$ cat src/rtl/rcc_pkg.sv
package rcc_pkg;

  typedef enum logic [2:0] {
    D_IDLE,
    D_RREQ,
    D_RREL,
    D_TOK,
    D_TREL,
    D_PASS,
    D_PREL
  } dist_st_e;

  typedef enum logic {
    TOK_PUT = 1'b0,
    TOK_GET = 1'b1
  } tok_kind_e;

endpackage

$ cat src/rtl/rcc_tok_dist.sv
module rcc_tok_dist
  import rcc_pkg::*;
#(
  parameter bit FIRST_PUT = 1'b1
) (
  input  logic clk,
  input  logic rst,
  output logic right_req,
  input  logic right_ack,
  output logic ptok_req,
  input  logic ptok_ack,
  output logic gtok_req,
  input  logic gtok_ack,
  output logic pass_req,
  input  logic pass_ack
);

  localparam tok_kind_e KIND_INIT = FIRST_PUT ? TOK_PUT : TOK_GET;

  dist_st_e  state_q, state_n;
  tok_kind_e kind_q;
  logic      sel_ack;

  assign sel_ack = (kind_q == TOK_PUT) ? ptok_ack : gtok_ack;

  always_comb begin
    state_n = state_q;
    case (state_q)
      D_IDLE:  state_n = D_RREQ;
      D_RREQ:  if (right_ack)  state_n = D_RREL;
      D_RREL:  if (!right_ack) state_n = D_TOK;
      D_TOK:   if (sel_ack)    state_n = D_TREL;
      D_TREL:  if (!sel_ack)   state_n = D_PASS;
      D_PASS:  if (pass_ack)   state_n = D_PREL;
      D_PREL:  if (!pass_ack)  state_n = D_RREQ;
      default: state_n = D_IDLE;
    endcase
  end

  always_ff @(posedge clk) begin
    if (rst) begin
      state_q   <= D_IDLE;
      kind_q    <= KIND_INIT;
      right_req <= 1'b0;
      ptok_req  <= 1'b0;
      gtok_req  <= 1'b0;
      pass_req  <= 1'b0;
    end else begin
      state_q   <= state_n;
      if (state_q == D_PREL && state_n == D_RREQ)
        kind_q <= (kind_q == TOK_PUT) ? TOK_GET : TOK_PUT;
      right_req <= (state_n == D_RREQ);
      ptok_req  <= (state_n == D_TOK) && (kind_q == TOK_PUT);
      gtok_req  <= (state_n == D_TOK) && (kind_q == TOK_GET);
      pass_req  <= (state_n == D_PASS);
    end
  end

endmodule

$ cat src/rtl/rcc_port_join.sv
module rcc_port_join #(
  parameter bit EN_PULSE = 1'b1
) (
  input  logic clk,
  input  logic rst,
  input  logic env_req,
  output logic env_ack,
  input  logic tok_req,
  output logic tok_ack,
  output logic reg_en
);

  logic ack_q, ack_n, fire;

  assign fire  = !ack_q && env_req && tok_req;
  assign ack_n = ack_q ? (env_req || tok_req) : fire;

  always_ff @(posedge clk) begin
    if (rst) ack_q <= 1'b0;
    else     ack_q <= ack_n;
  end

  generate
    if (EN_PULSE) begin : g_pulse
      logic en_q;
      always_ff @(posedge clk) begin
        if (rst) en_q <= 1'b0;
        else     en_q <= fire;
      end
      assign reg_en = en_q;
    end else begin : g_level
      logic en_q;
      always_ff @(posedge clk) begin
        if (rst) en_q <= 1'b0;
        else     en_q <= ack_n;
      end
      assign reg_en = en_q;
    end
  endgenerate

  assign env_ack = ack_q;
  assign tok_ack = ack_q;

endmodule

$ cat src/rtl/rcc_left_join.sv
module rcc_left_join (
  input  logic clk,
  input  logic rst,
  input  logic left_req,
  output logic left_ack,
  input  logic pass_req,
  output logic pass_ack
);

  logic ack_q;

  always_ff @(posedge clk) begin
    if (rst)        ack_q <= 1'b0;
    else if (ack_q) ack_q <= left_req || pass_req;
    else            ack_q <= left_req && pass_req;
  end

  assign left_ack = ack_q;
  assign pass_ack = ack_q;

endmodule

$ cat src/rtl/ring_cell_ctrl.sv
module ring_cell_ctrl #(
  parameter bit FIRST_PUT = 1'b1
) (
  input  logic clk,
  input  logic rst,
  output logic right_req,
  input  logic right_ack,
  input  logic left_req,
  output logic left_ack,
  input  logic put_req,
  output logic put_ack,
  input  logic get_req,
  output logic get_ack,
  output logic reg_wr_en,
  output logic bus_rd_en
);

  logic ptok_r, ptok_a, gtok_r, gtok_a, pass_r, pass_a;

  rcc_tok_dist #(.FIRST_PUT(FIRST_PUT)) u_dist (
    .clk       (clk),
    .rst       (rst),
    .right_req (right_req),
    .right_ack (right_ack),
    .ptok_req  (ptok_r),
    .ptok_ack  (ptok_a),
    .gtok_req  (gtok_r),
    .gtok_ack  (gtok_a),
    .pass_req  (pass_r),
    .pass_ack  (pass_a)
  );

  rcc_port_join #(.EN_PULSE(1'b1)) u_put (
    .clk     (clk),
    .rst     (rst),
    .env_req (put_req),
    .env_ack (put_ack),
    .tok_req (ptok_r),
    .tok_ack (ptok_a),
    .reg_en  (reg_wr_en)
  );

  rcc_port_join #(.EN_PULSE(1'b0)) u_get (
    .clk     (clk),
    .rst     (rst),
    .env_req (get_req),
    .env_ack (get_ack),
    .tok_req (gtok_r),
    .tok_ack (gtok_a),
    .reg_en  (bus_rd_en)
  );

  rcc_left_join u_left (
    .clk      (clk),
    .rst      (rst),
    .left_req (left_req),
    .left_ack (left_ack),
    .pass_req (pass_r),
    .pass_ack (pass_a)
  );

endmodule

$ cat config.mk
export PLATFORM = sky130hd
export DESIGN_NAME = ring_cell_ctrl
export DESIGN_NICKNAME = d
export VERILOG_FILES = /design/src/rtl/rcc_pkg.sv /design/src/rtl/rcc_tok_dist.sv /design/src/rtl/rcc_port_join.sv /design/src/rtl/rcc_left_join.sv /design/src/rtl/ring_cell_ctrl.sv
export SDC_FILE = /design/constraint.sdc
export NUM_CORES = 1
export LEC_CHECK = 0
export BUFFER_PORTS_ARGS = -buffer_cell sky130_fd_sc_hd__buf_2
export CAP_MARGIN = 25
export CORE_ASPECT_RATIO = 1.2
export CORE_MARGIN = 10
export CORE_UTILIZATION = 28
export CTS_BUF_LIST = sky130_fd_sc_hd__clkbuf_4 sky130_fd_sc_hd__clkbuf_8
export DETAILED_ROUTE_END_ITERATION = 12
export SLEW_MARGIN = 20
export SYNTH_ARGS = -nofsm -noshare
export SYNTH_HDL_FRONTEND = slang
export SYNTH_SLANG_ARGS = --single-unit
$ cat constraint.sdc
create_clock -name clk -period 4.3 [get_ports clk]
set_input_delay 1.29 -clock clk [delete_from_list [all_inputs] [get_ports clk]]
set_output_delay 1.29 -clock clk [all_outputs]
set_load 0.05 [all_outputs]
Yosys cells after proc, flatten, opt, wreduce, memory -nomap -nowiden
Cells that the tools add are included.
- add/subtract/negate cells: 0
- $mul: 0
- divide/modulo/power cells: 0
- order comparisons: 0
- eq/ne operators: 9
- shifts and indexed selects: 0
- mux-type cells: 12
- bitwise operators: 1
- reduce and logical (&&, ||, !) cells: 14
- operators with widths (operator ; count):
    3-bit one-hot mux with 7 select lines ; 1
    3-bit two-way mux ; 6
    3-bit equality test (second input constant) ; 4
    3-bit by 2-bit equality test with 1-bit output (second input constant) ; 3
    1-bit logical AND ; 8
    3-bit by 1-bit equality test with 1-bit output (second input constant) ; 2
    1-bit two-way mux ; 5
    3-bit zero test ; 1
    1-bit logical OR ; 3
    1-bit zero test ; 2
    1-bit inverter ; 1
- flip-flop bits (word level): 12
- bits in latches: 0
- bits in writable memories: 0
- memory bits (read-only): 0
- input port bits: 6
- output and inout bits: 6
- word-level logic and storage cells: 46
- memories: 0

Depth between registers and ports, before layout
- depth in word-level cells: 5
- mapped depth: 5
- mapped depth without buffers: 4

Cells and area by module
From an unflattened synthesis, not the netlist that was laid out.
- cell total of the unflattened synthesis: 60
- area total of the unflattened synthesis: 563.0 um^2
- by module, submodules not included (module ; times used ; cells an instance ; area an instance (um^2)):
    rcc_tok_dist ; 1 ; 42 ; 406.6
    rcc_port_join (u_put) ; 1 ; 7 ; 66.3
    rcc_port_join (u_get) ; 1 ; 6 ; 48.8
    rcc_left_join ; 1 ; 5 ; 41.3

Least setup slack after synthesis
OpenSTA, ideal clock, no wires.
- kind: input -> register
- start: input rst
- end: register u_dist.gtok_req
- arrival time: 2172 ps
- data required time: 4210 ps
- setup slack: 2038 ps
- cell stages on the path: 3
- cells stage by stage: or4_1 > o31a_2 > nor4bb_2
- RTL lines (element ; RTL line ; source):
    from (decl) ; ring_cell_ctrl.sv:5 ; input logic rst,
    to (signal assigned) ; rcc_tok_dist.sv:54 ; gtok_req <= (state_n == D_TOK) && (kind_q == TOK_GET);
    to (decl) ; rcc_tok_dist.sv:12 ; output logic gtok_req,

==> metrics.csv <==
metric,value,unit
netlist_area,517,um2
start_kind,input port,
skew,0.00210,ns
yosysSeqAreaShare,0.465,
drcViolationCount,0,
ys_types,21,
die_area,3970,um2
cp_top_family,simple AND/OR/NAND/NOR gates,
top_layer,met4,
fin_cells,85,
dp_hpwl,762,um
grt_start_max_net_pins,12,
numCtsBuffers,3,
synth_area_leader_cell,dfxtp_1,
cts.htree.levels,1,
cts_sinks,12,
grt_pass1_wl,1.66,mm
met1_length,465,um
hold_viol_final,0,
place_congestion,0.688,
syn_avg_cell_area,9.07,um2
rsz0062_at_grt,false,
worstPathMaxFanout,11,
vdd_ir_drop_max,213,uV
final_cell_mix,"dfxtp_1, buf_2, nor2_1, nand2_1, a21oi_1",
cp.required,4.48,ns
hold_ws,0.450,ns
via_count,421,
antenna_cells,0,
grt_pass1_vias,410,
io_pins,12,
yosys.area.top_type_share,0.465,
portBuffers,11,
drt_first_iter_violations,10,
core-area,1680,um2
dp_cells,82,
drtAntennaViolNets,0,
route.met2.wl,423,um
max_freq,451,MHz
drv_slew,0,
syn2layout_area_growth,14.5,%
crit_buf_inv,1,
drive_gt1_frac,0.269,
grt-ovfl-total,0,
postCtsSetupRepairBufs,0,
synth_seq_cells,12,
max_cap_viol_count,0,
worstHoldPathType,flip-flop to flip-flop,
worstMarginPinSlew,0.553,ns
hold_buffers,0,
powerDensity,395,nW/um2
ctsResizeCount,0,
status,finished clean,
wl_per_cell,11.3,um
period_share,0.516,
initial_core_util,0.307,
yosys-top-cells-area,"dfxtp_1, a21oi_1, nand2_1",
slowest_stage,or4_1,
routed_via_density,4.95,
grtUsageTotal,0.0532,
syn_inst,57,
post_dp_cell_area,569,um2
crit_path_cell_trace,buf_2 > or4_1 > o31a_2 > nor4bb_2,
antenna_found_initial,0,
final_common_cell,dfxtp_1,
clk_path_buf_depth,2,
finalSetupViolations,0,
clk_pin_slew_worst_paths,0.07,ns
min_period,2.22,ns
final_nets,75,
slowest_delay,0.50,ns
die_width,59.2,um
ctsRootBufferMaster,clkbuf_4,
clk_latency,0.27,ns
arrival,2.39,ns
tns,0,ns
die_h,67.1,um
firstDrtPassIters,4,
relSlewSlack,0.629,
setup.worst_path.class,input port to flip-flop,
end_kind,flip-flop,
ys.warnings.count,0,
tritoncts,yes,
p_leak,0.238,nW
synth_nets,63,
wl_met3,38,um
wirelength,957,um
fp-row-count,16,
final_area,592,um2
## per-stage QoR
| step | power, W | util | setup WS (ns) |
|---|---|---|---|
| floorplan | 0.000162 | - | 2.04 |
| global placement | 0.000170 | 0.339 | 1.85 |
| detailed placement | 0.000170 | 0.339 | 1.81 |
| CTS | 0.000235 | 0.352 | 2.07 |
| global route | 0.000247 | 0.352 | 2.03 |
| finish | 0.000233 | 0.352 | 2.08 |
## Yosys cell counts (all sizes together)
cell type and count:
dfxtp 12, a21oi 6, nand2 6, nor2 6
o21ai 4, buf 3, nor3 3, inv 2
nand2b 2, nor3b 2, xnor2 2, a211oi 1
clkbuf 1, maj3 1, mux2 1, nor4b 1
nor4bb 1, o21a 1, o31a 1, or4 1
## cells by family (layout without fill, tap and decap cells)
kind of cell    Yosys count  in the layout  share of synthesized area
simple gates             22             22                      0.245
compound gates           13             13                      0.145
flops                    12             12                      0.465
buf+inv                   6             16                     0.0629
xor+xnor                  2              2                     0.0339
fa+ha+maj                 1              1                     0.0194
mux                       1              1                     0.0290
## area by class of cell
type / instances / area, um2
Tap cell: 18 / 22.5
Timing Repair Buffer: 11 / 55.1
Multi-Input combinational cell: 39 / 244
Fill cell: 192 / 1090
Sequential cell: 12 / 240
Inverter: 2 / 7.51
Clock buffer: 3 / 22.5
## report_power, final
part	leakage [nW]	internal [W]	switching, W
clock network	0.0138	0.0000324	0.0000340
registers	0.0979	0.000119	0.00000711
logic	0.127	0.0000167	0.0000248
total	0.238	0.000168	0.0000659
## flip-flops by register name, summed over array words and instances, names as in the netlist
| name | count |
|---|---|
| u_dist.gtok_req | 1 |
| u_dist.kind_q | 1 |
| u_dist.pass_req | 1 |
| u_dist.ptok_req | 1 |
| u_dist.right_req | 1 |
| u_dist.state_q | 3 |
| u_get.env_ack | 1 |
| u_left.left_ack | 1 |
| u_put.env_ack | 1 |
| u_put.reg_en | 1 |
## metal layers
layer | up-vias | GRT usage
met3 | 5 | 0.0190
met5 | - | 0
met2 | 15 | 0.0768
met4 | 0 | 0.0431
li1 | 216 | -
met1 | 185 | 0.0608
## worst paths after layout
kind,slack (ns),cells after the start,to,startpoint
worst max-delay path,2.08,4,u_dist.gtok_req$_SDFF_PP0_,rst
worst min-delay path,0.45,2,u_left.left_ack$_SDFF_PP0_,u_dist.pass_req$_SDFF_PP0_
worst max register to register,2.62,4,u_dist.gtok_req$_SDFF_PP0_,u_dist.kind_q$_SDFFE_PP0P_
worst min register to register,0.45,2,u_left.left_ack$_SDFF_PP0_,u_dist.pass_req$_SDFF_PP0_
## worst register-to-register path: cells and delay by family, from the launching register on
| kind | cells | cell delay, ns |
|---|---|---|
| AOI/OAI and AO/OA | 1 | 0.15 |
| DFF | 1 | 0.41 |
| muxes | 1 | 0.35 |
| and+or+nand+nor | 2 | 0.68 |
Power figures use the tool's default switching activity.
